File: config.mk
export PLATFORM = sky130hd
export DESIGN_NAME = dphy_pwr_seq
export DESIGN_NICKNAME = d
export VERILOG_FILES = /design/src/rtl/dphy_pwr_pkg.sv /design/src/rtl/dphy_lane_decode.sv /design/src/rtl/dphy_settle_timer.sv /design/src/rtl/dphy_seq_fsm.sv /design/src/rtl/dphy_pwr_seq.sv
export SDC_FILE = /design/constraint.sdc
export NUM_CORES = 1
export LEC_CHECK = 0
export ABC_AREA = 1
export BUFFER_PORTS_ARGS = -buffer_cell sky130_fd_sc_hd__buf_2
export CAP_MARGIN = 20
export CORE_MARGIN = 3
export CORE_UTILIZATION = 29
export DETAILED_ROUTE_END_ITERATION = 8
export GPL_ROUTABILITY_DRIVEN = 0
export PLACE_DENSITY_LB_ADDON = 0.2
export SYNTH_ARGS = -nofsm -noshare
export SYNTH_HDL_FRONTEND = slang
export SYNTH_HIERARCHICAL = 1
export SYNTH_SLANG_ARGS = --single-unit
export TNS_END_PERCENT = 1
File: constraint.sdc
create_clock -name clk -period 0.8 [get_ports clk]
set_input_delay 0.04 -clock clk [delete_from_list [all_inputs] [get_ports clk]]
set_output_delay 0.04 -clock clk [all_outputs]
set_load 0.1 [all_outputs]
File: src/rtl/dphy_pwr_pkg.sv
package dphy_pwr_pkg;

  typedef enum logic [3:0] {
    ST_IDLE,
    ST_UP_BG,
    ST_UP_PG,
    ST_UP_PLL,
    ST_UP_LANE,
    ST_UP_ARST,
    ST_UP_ARST_W,
    ST_UP_DRST,
    ST_UP_DRST_W,
    ST_UP_TLOAD,
    ST_UP_FIN_W,
    ST_DN_LANE,
    ST_DN_PLL,
    ST_DN_PG,
    ST_DN_BG
  } seq_state_e;

  // Power control word bit positions
  localparam int unsigned PWR_PLL_PD = 0;
  localparam int unsigned PWR_LDO_PD = 1;
  localparam int unsigned PWR_ARST   = 2;

  // Lane word low bits
  localparam int unsigned LW_PG      = 0;
  localparam int unsigned LW_PG_BYP  = 1;
  localparam int unsigned LW_DATA_LO = 2;

  // Settle length in cycles, rounded up, never below one
  function automatic int unsigned settle_cycles(input int unsigned ns,
                                                input int unsigned khz);
    longint unsigned prod;
    longint unsigned cyc;
    prod = longint'(ns) * longint'(khz);
    cyc  = (prod + 64'd999_999) / 64'd1_000_000;
    if (cyc == 0) cyc = 1;
    return int'(cyc);
  endfunction

endpackage

File: src/rtl/dphy_lane_decode.sv
module dphy_lane_decode #(
  parameter int unsigned DATA_LANES = 4,
  localparam int unsigned CNT_W = $clog2(DATA_LANES + 1)
) (
  input  logic [CNT_W-1:0]      lane_cnt,
  output logic [DATA_LANES-1:0] data_en
);

  logic [CNT_W-1:0] eff_cnt;

  always_comb begin
    if (lane_cnt == '0 || lane_cnt > CNT_W'(DATA_LANES)) eff_cnt = CNT_W'(1);
    else                                                 eff_cnt = lane_cnt;
  end

  for (genvar i = 0; i < DATA_LANES; i++) begin : g_lane
    assign data_en[i] = (eff_cnt > CNT_W'(i));
  end

endmodule

File: src/rtl/dphy_settle_timer.sv
module dphy_settle_timer #(
  parameter int unsigned SETTLE_CYC = 50,
  localparam int unsigned CNT_W = $clog2(SETTLE_CYC + 1)
) (
  input  logic clk,
  input  logic rst_n,
  input  logic start,
  output logic expired
);

  localparam logic [CNT_W-1:0] LOAD = CNT_W'(SETTLE_CYC - 1);

  logic [CNT_W-1:0] cnt_q, cnt_d;
  logic             cnt_en;

  always_comb begin
    cnt_en = start || (cnt_q != '0);
    if (start) cnt_d = LOAD;
    else       cnt_d = cnt_q - CNT_W'(1);
  end

  always_ff @(posedge clk or negedge rst_n) begin
    if (!rst_n)      cnt_q <= '0;
    else if (cnt_en) cnt_q <= cnt_d;
  end

  assign expired = (cnt_q == '0);

endmodule

File: src/rtl/dphy_seq_fsm.sv
module dphy_seq_fsm
  import dphy_pwr_pkg::*;
(
  input  logic       clk,
  input  logic       rst_n,
  input  logic       up_req,
  input  logic       dn_req,
  input  logic       tmr_expired,
  output seq_state_e state,
  output logic       tmr_start
);

  seq_state_e nxt;

  always_comb begin
    nxt       = state;
    tmr_start = 1'b0;
    case (state)
      ST_IDLE: begin
        if (up_req)      nxt = ST_UP_BG;
        else if (dn_req) nxt = ST_DN_LANE;
      end
      ST_UP_BG:     nxt = ST_UP_PG;
      ST_UP_PG:     nxt = ST_UP_PLL;
      ST_UP_PLL:    nxt = ST_UP_LANE;
      ST_UP_LANE:   nxt = ST_UP_ARST;
      ST_UP_ARST: begin
        tmr_start = 1'b1;
        nxt       = ST_UP_ARST_W;
      end
      ST_UP_ARST_W: if (tmr_expired) nxt = ST_UP_DRST;
      ST_UP_DRST: begin
        tmr_start = 1'b1;
        nxt       = ST_UP_DRST_W;
      end
      ST_UP_DRST_W: if (tmr_expired) nxt = ST_UP_TLOAD;
      ST_UP_TLOAD: begin
        tmr_start = 1'b1;
        nxt       = ST_UP_FIN_W;
      end
      ST_UP_FIN_W:  if (tmr_expired) nxt = ST_IDLE;
      ST_DN_LANE:   nxt = ST_DN_PLL;
      ST_DN_PLL:    nxt = ST_DN_PG;
      ST_DN_PG:     nxt = ST_DN_BG;
      ST_DN_BG:     nxt = ST_IDLE;
      default:      nxt = ST_IDLE;
    endcase
  end

  always_ff @(posedge clk or negedge rst_n) begin
    if (!rst_n) state <= ST_IDLE;
    else        state <= nxt;
  end

endmodule

File: src/rtl/dphy_pwr_seq.sv
module dphy_pwr_seq
  import dphy_pwr_pkg::*;
#(
  parameter int unsigned DATA_LANES   = 4,
  parameter int unsigned CLK_FREQ_KHZ = 50_000,
  parameter int unsigned SETTLE_NS    = 1000,
  localparam int unsigned CNT_W = $clog2(DATA_LANES + 1),
  localparam int unsigned LW    = DATA_LANES + 4
) (
  input  logic             clk,
  input  logic             rst_n,
  input  logic             pwr_up_req,
  input  logic             pwr_dn_req,
  input  logic [CNT_W-1:0] lane_cnt,
  output logic [LW-1:0]    lane_ctrl,
  output logic [2:0]       pwr_ctrl,
  output logic             dig_rst_n,
  output logic             lvds_bgpd,
  output logic             timing_load,
  output logic             done
);

  localparam int unsigned SETTLE_CYC = settle_cycles(SETTLE_NS, CLK_FREQ_KHZ);
  localparam int unsigned BIT_BG     = LW - 1;
  localparam int unsigned BIT_CLK    = LW - 2;
  localparam int unsigned DATA_HI    = LW - 3;
  localparam logic [LW-1:0] LANE_RST = (LW'(1) << BIT_BG) | (LW'(1) << LW_PG_BYP);

  // Reset: asynchronous assert, synchronous release
  logic [1:0] rst_sync_q;
  logic       rst_n_int;

  always_ff @(posedge clk or negedge rst_n) begin
    if (!rst_n) rst_sync_q <= 2'b00;
    else        rst_sync_q <= {rst_sync_q[0], 1'b1};
  end
  assign rst_n_int = rst_sync_q[1];

  seq_state_e             state;
  logic                   tmr_start;
  logic                   tmr_expired;
  logic [DATA_LANES-1:0]  lane_dec;

  dphy_seq_fsm u_fsm (
    .clk         (clk),
    .rst_n       (rst_n_int),
    .up_req      (pwr_up_req),
    .dn_req      (pwr_dn_req),
    .tmr_expired (tmr_expired),
    .state       (state),
    .tmr_start   (tmr_start)
  );

  dphy_settle_timer #(.SETTLE_CYC(SETTLE_CYC)) u_timer (
    .clk     (clk),
    .rst_n   (rst_n_int),
    .start   (tmr_start),
    .expired (tmr_expired)
  );

  dphy_lane_decode #(.DATA_LANES(DATA_LANES)) u_dec (
    .lane_cnt (lane_cnt),
    .data_en  (lane_dec)
  );

  // Output register next values
  logic [LW-1:0]         lane_q, lane_d;
  logic [2:0]            pwr_q, pwr_d;
  logic                  drn_q, drn_d;
  logic                  lvds_q, lvds_d;
  logic                  tl_q, tl_d;
  logic                  done_q, done_d;
  logic [DATA_LANES-1:0] lanes_q, lanes_d;
  logic                  upd_en;

  always_comb begin
    lane_d  = lane_q;
    pwr_d   = pwr_q;
    drn_d   = drn_q;
    lvds_d  = lvds_q;
    tl_d    = 1'b0;
    done_d  = done_q;
    lanes_d = lanes_q;
    upd_en  = (state != ST_IDLE) || pwr_up_req || pwr_dn_req;
    case (state)
      ST_IDLE: begin
        if (pwr_up_req) begin
          done_d  = 1'b0;
          lanes_d = lane_dec;
        end else if (pwr_dn_req) begin
          done_d  = 1'b0;
        end
      end
      ST_UP_BG:  lane_d[BIT_BG] = 1'b0;
      ST_UP_PG: begin
        lane_d[LW_PG_BYP] = 1'b0;
        lane_d[LW_PG]     = 1'b1;
      end
      ST_UP_PLL: begin
        pwr_d[PWR_PLL_PD] = 1'b0;
        pwr_d[PWR_LDO_PD] = 1'b0;
      end
      ST_UP_LANE: begin
        lane_d[BIT_CLK]            = 1'b1;
        lane_d[DATA_HI:LW_DATA_LO] = lanes_q;
      end
      ST_UP_ARST:   pwr_d[PWR_ARST] = 1'b1;
      ST_UP_ARST_W: if (tmr_expired) pwr_d[PWR_ARST] = 1'b0;
      ST_UP_DRST:   drn_d = 1'b0;
      ST_UP_DRST_W: if (tmr_expired) drn_d = 1'b1;
      ST_UP_TLOAD:  tl_d = 1'b1;
      ST_UP_FIN_W:  if (tmr_expired) done_d = 1'b1;
      ST_DN_LANE: begin
        lane_d[BIT_CLK]            = 1'b0;
        lane_d[DATA_HI:LW_DATA_LO] = '0;
      end
      ST_DN_PLL: begin
        pwr_d[PWR_PLL_PD] = 1'b1;
        pwr_d[PWR_LDO_PD] = 1'b1;
      end
      ST_DN_PG: begin
        lane_d[LW_PG_BYP] = 1'b1;
        lane_d[LW_PG]     = 1'b0;
      end
      ST_DN_BG: begin
        lane_d[BIT_BG] = 1'b1;
        lvds_d         = 1'b1;
        done_d         = 1'b1;
      end
      default: ;
    endcase
  end

  always_ff @(posedge clk or negedge rst_n_int) begin
    if (!rst_n_int) begin
      lane_q  <= LANE_RST;
      pwr_q   <= 3'b011;
      drn_q   <= 1'b1;
      lvds_q  <= 1'b0;
      tl_q    <= 1'b0;
      done_q  <= 1'b0;
      lanes_q <= '0;
    end else if (upd_en) begin
      lane_q  <= lane_d;
      pwr_q   <= pwr_d;
      drn_q   <= drn_d;
      lvds_q  <= lvds_d;
      tl_q    <= tl_d;
      done_q  <= done_d;
      lanes_q <= lanes_d;
    end
  end

  assign lane_ctrl   = lane_q;
  assign pwr_ctrl    = pwr_q;
  assign dig_rst_n   = drn_q;
  assign lvds_bgpd   = lvds_q;
  assign timing_load = tl_q;
  assign done        = done_q;

endmodule

=== Word level (Yosys, flattened, before mapping) ===
Cells that the tools add are included.

* Input bits: 7
* Memories: 0
* Register bits after elaboration: 31
* Memory bits (writable): 0
* Latch bits: 0
* Memory bits (read-only): 0

* Shifts and indexed selects: 0
* Eq/ne operators: 18
* Add/subtract/negate cells: 1
* Muxes and demuxes: 21
* Reduce and logical (&&, ||, !) cells: 27
* $mul: 0
* Divide/modulo/power cells: 0
* Magnitude comparators: 5
* Bitwise logic cells: 0

{| class="wikitable"
|+ Operators with widths
! operator !! number
|-
| 4-bit one-hot mux with 14 select lines || 1
|-
| 4-bit == test (second input constant) || 7
|-
| 4-bit two-way mux || 5
|-
| 4-bit by 3-bit == test with 1-bit output (second input constant) || 4
|-
| 2-bit nonzero test || 6
|-
| 5-bit one-hot mux with 2 select lines || 1
|-
| 2-bit AND reduction || 5
|-
| 3-bit AND reduction || 3
|-
| 4-bit by 2-bit == test with 1-bit output (second input constant) || 2
|-
| 2-bit one-hot mux with 2 select lines || 2
|-
| 4-bit AND reduction || 2
|-
| 3-bit by 1-bit greater-than comparator with 1-bit output (second input constant) || 2
|-
| 3-bit by 2-bit greater-than comparator with 1-bit output (second input constant) || 2
|-
| 6-bit zero test || 1
|-
| 1-bit two-way mux || 6
|-
| 6-bit two-way mux || 1
|-
| 2-bit inequality test (second input constant) || 3
|-
| 1-bit one-hot mux with 2 select lines || 3
|-
| 6-bit nonzero test || 1
|-
| 6-bit by 1-bit subtractor with 6-bit output (second input constant) || 1
|-
| 4-bit by 1-bit == test with 1-bit output (second input constant) || 1
|-
| 4-bit zero test || 1
|-
| 1-bit logical OR || 4
|-
| 4-bit nonzero test || 1
|-
| 7 further kinds || 7
|}

=== Depth between registers and ports, before layout ===
Gate-level depths: netlist of the first run.

* Depth after elaboration: 4
* Depth in mapped cells: 9
* Depth with buffers taken out: 9

=== Cells and area by module ===
Netlist of the first run, hierarchy kept.

{| class="wikitable"
|+ By module, submodules not included
! module !! sequential area each (um^2) !! instances !! area each (um^2) !! cells each
|-
| dphy_pwr_seq || 505.5 || 1 || 874.6 || 102
|-
| dphy_settle_timer || 150.1 || 1 || 380.4 || 48
|-
| dphy_seq_fsm || 100.1 || 1 || 327.8 || 52
|-
| dphy_lane_decode || 0.0 || 1 || 45.0 || 9
|}

=== Least setup slack after synthesis of the first run ===
Ideal clock, no wire load.

* Path type: register to register
* Start: register u_timer.cnt_q[0]
* End: register done_q, in the netlist done
* Path slack: -0.596 ns
* Arrival: 1.274 ns
* Period minus slack after synthesis: 1.396 ns
* Buffers on the path: 0
* Library setup time: 0.122 ns
* Data required time: 0.678 ns
* Stages on the path, launching flop included: 10
* Path through: dfrtp_1 > inv_2 > ha_1 > nand2_1 > nor2_4 > nand3_1 > nor2_1 > o21ai_0 > nand2_1 > nand2_1

* Word-level cells in the longest chain between the ends: 3

{| class="wikitable"
|+ RTL lines
! what !! RTL line !! source
|-
| from (decl) || dphy_settle_timer.sv:13 || <nowiki>logic [CNT_W-1:0] cnt_q, cnt_d;</nowiki>
|-
| from (signal assigned) || dphy_settle_timer.sv:24 || <nowiki>else if (cnt_en) cnt_q <= cnt_d;</nowiki>
|-
| 6-bit zero test || dphy_settle_timer.sv:27 || <nowiki>assign expired = (cnt_q == '0);</nowiki>
|-
| named net tmr_expired || dphy_pwr_seq.sv:41 || <nowiki>logic tmr_expired;</nowiki>
|-
| 2-bit inequality test (no source line) || n/a ||
|-
| 4-bit AND reduction (no source line) || n/a ||
|-
| to (signal assigned) || dphy_pwr_seq.sv:149 || <nowiki>done_q <= done_d;</nowiki>
|-
| to (decl) || dphy_pwr_seq.sv:72 || <nowiki>logic done_q, done_d;</nowiki>
|}

The timed path passes the listed nets, and every way through them passes these cells.
A chain may end at the register's enable or synchronous reset.

=== Final worst setup path of the first run ===
* Start: register u_timer.cnt_q[0]
* End: register u_fsm.state[1]

* Word-level cells in the longest chain between the ends: 3
* Elaborated cells on any way between the ends: 5
* Those cells by class: eq/ne (3); reduce/logical (2)

{| class="wikitable"
|+ RTL lines
! what !! RTL line !! source
|-
| 6-bit zero test (*) || dphy_settle_timer.sv:27 ||
|-
| named net tmr_expired || dphy_pwr_seq.sv:41 ||
|-
| 2-bit inequality test (no source line) || n/a ||
|-
| 4-bit AND reduction (no source line) (*) || n/a ||
|-
| to (signal assigned) || dphy_seq_fsm.sv:52 || <nowiki>else state <= nxt;</nowiki>
|-
| to (decl) || dphy_seq_fsm.sv:9 || <nowiki>output seq_state_e state,</nowiki>
|}

Mark *: on every way through the listed nets, which the timed path passes. The rest lies on a longest branch.

==> metrics, run 1 <==
synth warn=6; Core Area=5270 µm²; largest stage delay on the critical path=roughly 380 ps; CP max stage cell=dfrtp_1; Worst setup SP type=flip-flop; cell chain of the critical path=inv_2 -> ha_4 -> nand2_4 -> nor2_4 -> inv_1 -> nand2_2 -> nand2_1 -> nand2_1 -> nand2_1; fin nets=290; overall routing resource usage=0.133; synthesis-to-layout area growth=60.3%; flops & latches, synth=30; Hold Vio Cnt, Final=0; Compound-Gate Fraction of Synth Area=0.0922; Cell Pwr Density=1250 nW/µm²; status=finished with violations; layout cells sized above 1=0.431; XOR/XNOR Fraction of Synth Area=0.00538; worst path bufs/invs=2; failing checks=negative setup slack; Reg2Reg Depth=9; Final HPWL DP=between 2000 and 3000 µm; f_max=749 MHz; fin crit share=1.67; CTS Buf Count=5; post-route minimum period=1330 ps; post-synthesis simple-gate area fraction=0.304; standard-cell rows=26; syn nets=221; asr flop ratio synth=1.00; largest net degree at the start of global routing=19; cell mode on critical path=nand2_1; mean routed wirelength per cell=between 10 and 15 µm; clock skew=7.63 ps; vias in the first global route=1572; Synth Area in Adders=0.0231; Critical Path AT=1500 ps; Syn Area/Cell=7.71 µm²; die height=80.9 µm; number of max-cap violations=0; n_diodes=0; final instance area=2610 µm²; Sink Count=30; mux share of post-synthesis cell area=0; clock tree buffer depth=2; count of pins over their slew limit=0; initial antenna violation count=0; detailed-route DRC error count=0; Tot Pwr=around 3.3 mW; Seq/Total Area, Yosys=0.464; main flop type after synthesis=dfrtp_1; worst skew pair latency=290 ps; Worst Path Max Fanout=5; Worst Path Required=approximately 970 ps; reg2reg setup slack=-530 ps; Max VDD drop=0.000540 V; die area=6550 µm²; Initial Utilization=0.309; # IOs=22; R2R Path Start=u_timer/cnt_q[0]; number of port buffers=21; RSZ-0062 raised after global routing=true; Via density=4.48; Syn Inst Count=211; largest family of logic cells by synthesized area=simple AND/OR/NAND/NOR gates; Setup-failing EPs final=43; Detailed Route WL=around 3800 µm; Vias=1571; root buffer cell=clkbuf_8; total grt overflow=0; Placed Area=2360 µm²; ANT nets after route=0; Pre-antenna DRT Iters=4; reg-to-reg endpoint=u_fsm/state[1]; hold crit path type=in -> async; first-pass GRT wire length=6720 µm; Setup CP Type=reg -> reg; Worst Setup Slack, final=-535 ps; DR iter-0 viols=71; number of flops mapped to enable cells by yosys=0; Lkg Pwr=between 1 and 1.5 nW; H-tree lvl count=2; Synth cell types=28; Netlist Area Pre-Place=~1600 µm²; Clock transition at path regs=70 ps; TritonCTS clock tree=done; Die W=80.9 µm; family with the most delay on the worst path=simple AND/OR/NAND/NOR gates; CP endpoint kind=flip-flop
routing by layer:
metal / vias to the layer above / share of wire / wire, µm / GRT usage
met5: - / 0 / 0 / 0
met4: 0 / 0.021 / 80 / 0.0608
met3: 8 / 0.032 / 122 / 0.0277
met2: 25 / 0.53 / 2020 / 0.236
met1: 735 / 0.42 / 1610 / 0.151
li1: 803 / - / - / -
where the power goes:
part | switching, mW | internal [mW]
Clock | 0.587 | 1.01
Combinational | 0.0647 | 0.0419
Sequential | 0.00641 | 1.54
Total | 0.658 | 2.59
registers in the layout, summed over array words and instances, names as in the netlist, 2 cells and up:
name,flops
lane_ctrl,8
pwr_ctrl,2
u_timer/cnt_q,6
lanes_q,4
u_fsm/state,4
rst_sync_q,2
synth_stat cells, types with 2 or more instances:
| library cell | count | area [µm²] |
|---|---|---|
| dfstp_2 | 4 | 105 |
| nand4_1 | 4 | 25.0 |
| nand2_1 | 46 | 173 |
| dfrtp_1 | 26 | 651 |
| o21ai_0 | 9 | 45.0 |
| o22ai_1 | 5 | 31.3 |
| ha_1 | 3 | 37.5 |
| nor2_2 | 3 | 18.8 |
| inv_1 | 36 | 135 |
| inv_2 | 3 | 11.3 |
| nor2_4 | 4 | 45.0 |
| nand3_2 | 2 | 20.0 |
| a21oi_1 | 7 | 35.0 |
| buf_4 | 3 | 22.5 |
| nand3_1 | 23 | 115 |
| nor2_1 | 21 | 78.8 |
worst max-delay path by stage:
stage                     slack, ps  cells after the start             start               end
after global placement         -530                      6    u_fsm/state[2]  u_timer/cnt_q[1]
after CTS                      -520                      9  u_timer/cnt_q[1]              done
after detailed placement       -520                      6    u_fsm/state[2]  u_timer/cnt_q[1]
final                          -530                      9  u_timer/cnt_q[0]    u_fsm/state[1]
after global routing           -610                      9  u_timer/cnt_q[0]    u_fsm/state[1]
after floorplan                -480                      9  u_timer/cnt_q[0]              done
area by class of cell:
type / instances / area [µm²]
fill: 499 / 2660
multi-input combinational: 137 / 796
sequential: 30 / 761
timing repair buffer: 66 / 698
inverter: 40 / 151
tap: 70 / 87.6
clock buffer: 7 / 86.3
clock inverter: 1 / 30.0
stage by stage:
stage / setup slack, ps / hold slack [ps] / TNS [ps] / util / instances
6_report: -535 / 55.7 / -13670 / 0.495 / 351
5_1_grt: -609 / 81.8 / -16190 / 0.495 / 351
4_1_cts: -524 / 56.6 / -13510 / 0.480 / 347
3_5_place_dp: -518 / -172 / -11970 / 0.447 / 338
3_3_place_gp: -525 / -173 / -11900 / 0.447 / 338
2_1_floorplan: -478 / -256 / -14940 / - / 211
cell families (layout without fill, tap and decap cells):
family,after synthesis,count (layout)
AO/OA/AOI/OAI,26,26
adder cells (fa/ha/maj),3,3
other,1,1
XOR/XNOR,1,1
flip-flops,30,30
AND/OR/NAND/NOR,106,106
buffers and inverters,44,114
worst register-to-register path: cells and delay by family (launching register included):
family	cells	cell delay, ps
adders and majority gates	1	150
DFF	1	380
and+or+nand+nor	6	510
buffers and inverters	2	170
timing repair:
| action | 4_1_cts | 5_1_grt |
|---|---|---|
| setup buffers | 0 | 4 |
| hold endpoints to repair | 2 | 0 |
| endpoints found under the setup margin | 43 | 43 |
| hold buffers | 1 | 0 |
| pin swaps | 1 | 6 |
| gates resized for setup | 18 | 14 |
cell usage in the layout (no fill, tap or decap), types with 2 or more instances in the layout:
| master | instances |
|---|---|
| buf_6 | 4 |
| inv_1 | 31 |
| buf_12 | 16 |
| nor2_1 | 15 |
| buf_4 | 39 |
| a21oi_1 | 6 |
| inv_2 | 8 |
| o22ai_2 | 2 |
| dfstp_2 | 4 |
| nand2_2 | 5 |
| nand4_1 | 4 |
| nor2_2 | 8 |
| dfrtp_1 | 22 |
| nand3_2 | 5 |
| buf_2 | 6 |
| clkbuf_8 | 6 |
| o21ai_0 | 8 |
| dfrtp_2 | 4 |
| o21ai_1 | 2 |
| nand3_1 | 19 |
| o22ai_1 | 3 |
| nand2_1 | 41 |
| nor2_4 | 5 |
Power figures use the tool's default switching activity.
==> inputs of run 2 (changes only) <==
--- a/config.mk
+++ b/config.mk
@@ -6,11 +6,12 @@
 export NUM_CORES = 1
 export LEC_CHECK = 0
 export ABC_AREA = 1
-export BUFFER_PORTS_ARGS = -buffer_cell sky130_fd_sc_hd__buf_2
 export CAP_MARGIN = 20
 export CORE_MARGIN = 3
 export CORE_UTILIZATION = 29
+export CTS_BUF_LIST = sky130_fd_sc_hd__clkbuf_4
 export DETAILED_ROUTE_END_ITERATION = 8
+export DONT_BUFFER_PORTS = 1
 export GPL_ROUTABILITY_DRIVEN = 0
 export PLACE_DENSITY_LB_ADDON = 0.2
 export SYNTH_ARGS = -nofsm -noshare
==> metrics, run 2 (synthesis results as in run 1) <==
R2R Path Start=u_fsm/state[3] (was u_timer/cnt_q[0]); Setup-failing EPs final=43 (unchanged); Pre-antenna DRT Iters=4 (unchanged); failing checks=negative setup slack (unchanged); f_max=750 MHz (was 749 MHz); Core Area=5270 µm² (unchanged); Min-Delay Path Depth=4; Tot Pwr=3.17 mW (was 3.25 mW); H-tree lvl count=2 (unchanged); TritonCTS clock tree=done (unchanged); Die W=80.9 µm (unchanged); Flop pwr share=0.487 (was 0.475); layout cells sized above 1=0.378 (was 0.431); Lkg Pwr=1.31 nW (was 1.34 nW); Sink Count=30 (unchanged); number of max-cap violations=0 (unchanged); worst skew pair latency=330 ps (was 290 ps); fin nets=284 (was 290); Setup CP Type=reg -> reg (unchanged); standard-cell rows=26 (unchanged); Reg2Reg Depth=6 (was 9); max reg flops=8 (unchanged); Clk network pwr share=0.478 (was 0.493); hold crit path type=in -> reg (was in -> async); synthesis-to-layout area growth=57.3% (was 60.3%); most frequent cells in the layout=nand2_1, buf_4, inv_1 (unchanged); clock skew=6.95 ps (was 7.63 ps); Via density=4.41 (was 4.48); overall routing resource usage=0.133 (about the same); initial antenna violation count=0 (unchanged); # IOs=22 (unchanged); post-route minimum period=1330 ps (about the same); number of port buffers=0 (was 21); Clock transition at path regs=100 ps (was 70 ps); Detailed Route WL=3910 µm (was 3840 µm); clock tree buffer depth=2 (unchanged); CTS Buf Count=5 (unchanged); first-pass GRT wire length=6820 µm (was 6720 µm); Worst Path Required=1020 ps (was 970 ps); cell chain of the critical path=inv_2 -> nor2_4 -> o211a_1 -> buf_4 -> a21oi_1 -> nand2_1 (was inv_2 -> ha_4 -> nand2_4 -> nor2_4 -> inv_1 -> nand2_2 -> nand2_1 -> nand2_1 -> nand2_1); status=finished with violations (unchanged); die area=6550 µm² (unchanged); detailed-route DRC error count=0 (unchanged); largest stage delay on the critical path=510 ps (was 380 ps); Worst setup SP type=flip-flop (unchanged); Critical Path AT=1550 ps (was 1500 ps); RSZ-0062 raised after global routing=true (unchanged); Combinational Power Share=0.036 (was 0.033); Initial Utilization=0.309 (unchanged); n_diodes=0 (unchanged); switching fraction of total power=0.195 (was 0.202); worst path bufs/invs=2 (unchanged); reg-to-reg endpoint=u_timer/cnt_q[4] (was u_fsm/state[1]); fin crit share=1.67 (about the same); largest net degree at the start of global routing=18 (was 19); die height=80.9 µm (unchanged); Worst Path Max Fanout=11 (was 5); CP endpoint kind=flip-flop (unchanged); vias in the first global route=1518 (was 1572); fin util=0.486 (was 0.495); ANT nets after route=0 (unchanged); root buffer cell=clkbuf_4 (was clkbuf_8); count of pins over their slew limit=0 (unchanged); switching pwr=0.619 mW (was 0.658 mW); CP max stage cell=dfrtp_2 (was dfrtp_1); P_int=2.55 mW (was 2.59 mW); family with the most delay on the worst path=flip-flops (was simple AND/OR/NAND/NOR gates); Worst Setup Slack, final=-534 ps (was -535 ps); Hold Startpoint=pwr_up_req; Cell Pwr Density=1240 nW/µm² (was 1250 nW/µm²); Hold Vio Cnt, Final=0 (unchanged); hold_ws=15.3 ps (was 55.7 ps); most common cell after layout, fill and taps aside=nand2_1 (unchanged); hold endpoint=lanes_q[3]; Vias=1520 (was 1571); DR iter-0 viols=33 (was 71); Max VDD drop=0.000584 V (was 0.000540 V); Final HPWL DP=2930 µm (was 2970 µm); mean routed wirelength per cell=11.3 µm (was 10.9 µm); Critical path origin=u_fsm/state[3] (was u_timer/cnt_q[0]); reg2reg setup slack=-530 ps (about the same); total grt overflow=0 (unchanged)
-- run 2: timing repair --
action / in CTS / in global routing
pin swaps: 2 / 4
gates resized for setup: 37 / 20
endpoints found under the setup margin: 43 / 43
hold endpoints to repair: 8 / 0
setup buffers: 0 / 1
gates cloned: 0 / 0
hold buffers: 7 / 0
-- run 2: layer usage --
metal	track usage	share of wire	wire, µm	vias to the layer above
li1	-	-	-	796
met1	0.160	0.44	1740	698
met2	0.232	0.51	1990	20
met3	0.0355	0.036	142	6
met4	0.0405	0.012	47	0
met5	0	0	0	-
-- run 2: through the flow --
| stage | cell area, µm² | instances | setup WS, ps | setup TNS (ps) |
|---|---|---|---|---|
| floorplan | 1650 | 211 | -478 | -14940 |
| global placement | 2180 | 329 | -553 | -13640 |
| detailed placement | 2180 | 329 | -574 | -13600 |
| CTS | 2490 | 344 | -511 | -16000 |
| global route | 2560 | 345 | -615 | -18150 |
| finish | 2560 | 345 | -534 | -15000 |
-- run 2: area by class of cell --
type | instances | area [µm²]
timing repair buffer | 60 | 676
tap | 70 | 87.6
clock inverter | 3 | 63.8
clock buffer | 5 | 37.5
sequential | 30 | 761
inverter | 40 | 153
multi-input combinational | 137 | 782
fill | 530 | 2710
-- run 2: power groups by stage --
stage | combinational, mW | clock [mW] | sequential (mW)
floorplan | 0.0341 | 0 | 1.59
global placement | 0.0849 | 0 | 1.57
detailed placement | 0.0851 | 0 | 1.57
CTS | 0.116 | 1.58 | 1.54
global route | 0.130 | 1.62 | 1.54
finish | 0.113 | 1.51 | 1.54
-- run 2: how the worst max path moves through the flow --
| stage | cells after the start | slack [ps] | to |
|---|---|---|---|
| 4_1_cts | 7 | -510 | pwr_ctrl[2] |
| 5_1_grt | 6 | -610 | u_timer/cnt_q[3] |
| 3_3_place_gp | 6 | -550 | u_timer/cnt_q[1] |
| 6_report | 6 | -530 | u_timer/cnt_q[4] |
| 3_5_place_dp | 6 | -570 | u_timer/cnt_q[1] |
| 2_1_floorplan | 9 | -480 | done |
-- run 2: worst min-delay path: stages --
cell and delay, ps:
inv_1 90, nor2_4 70, nand2_1 50, o21ai_0 60
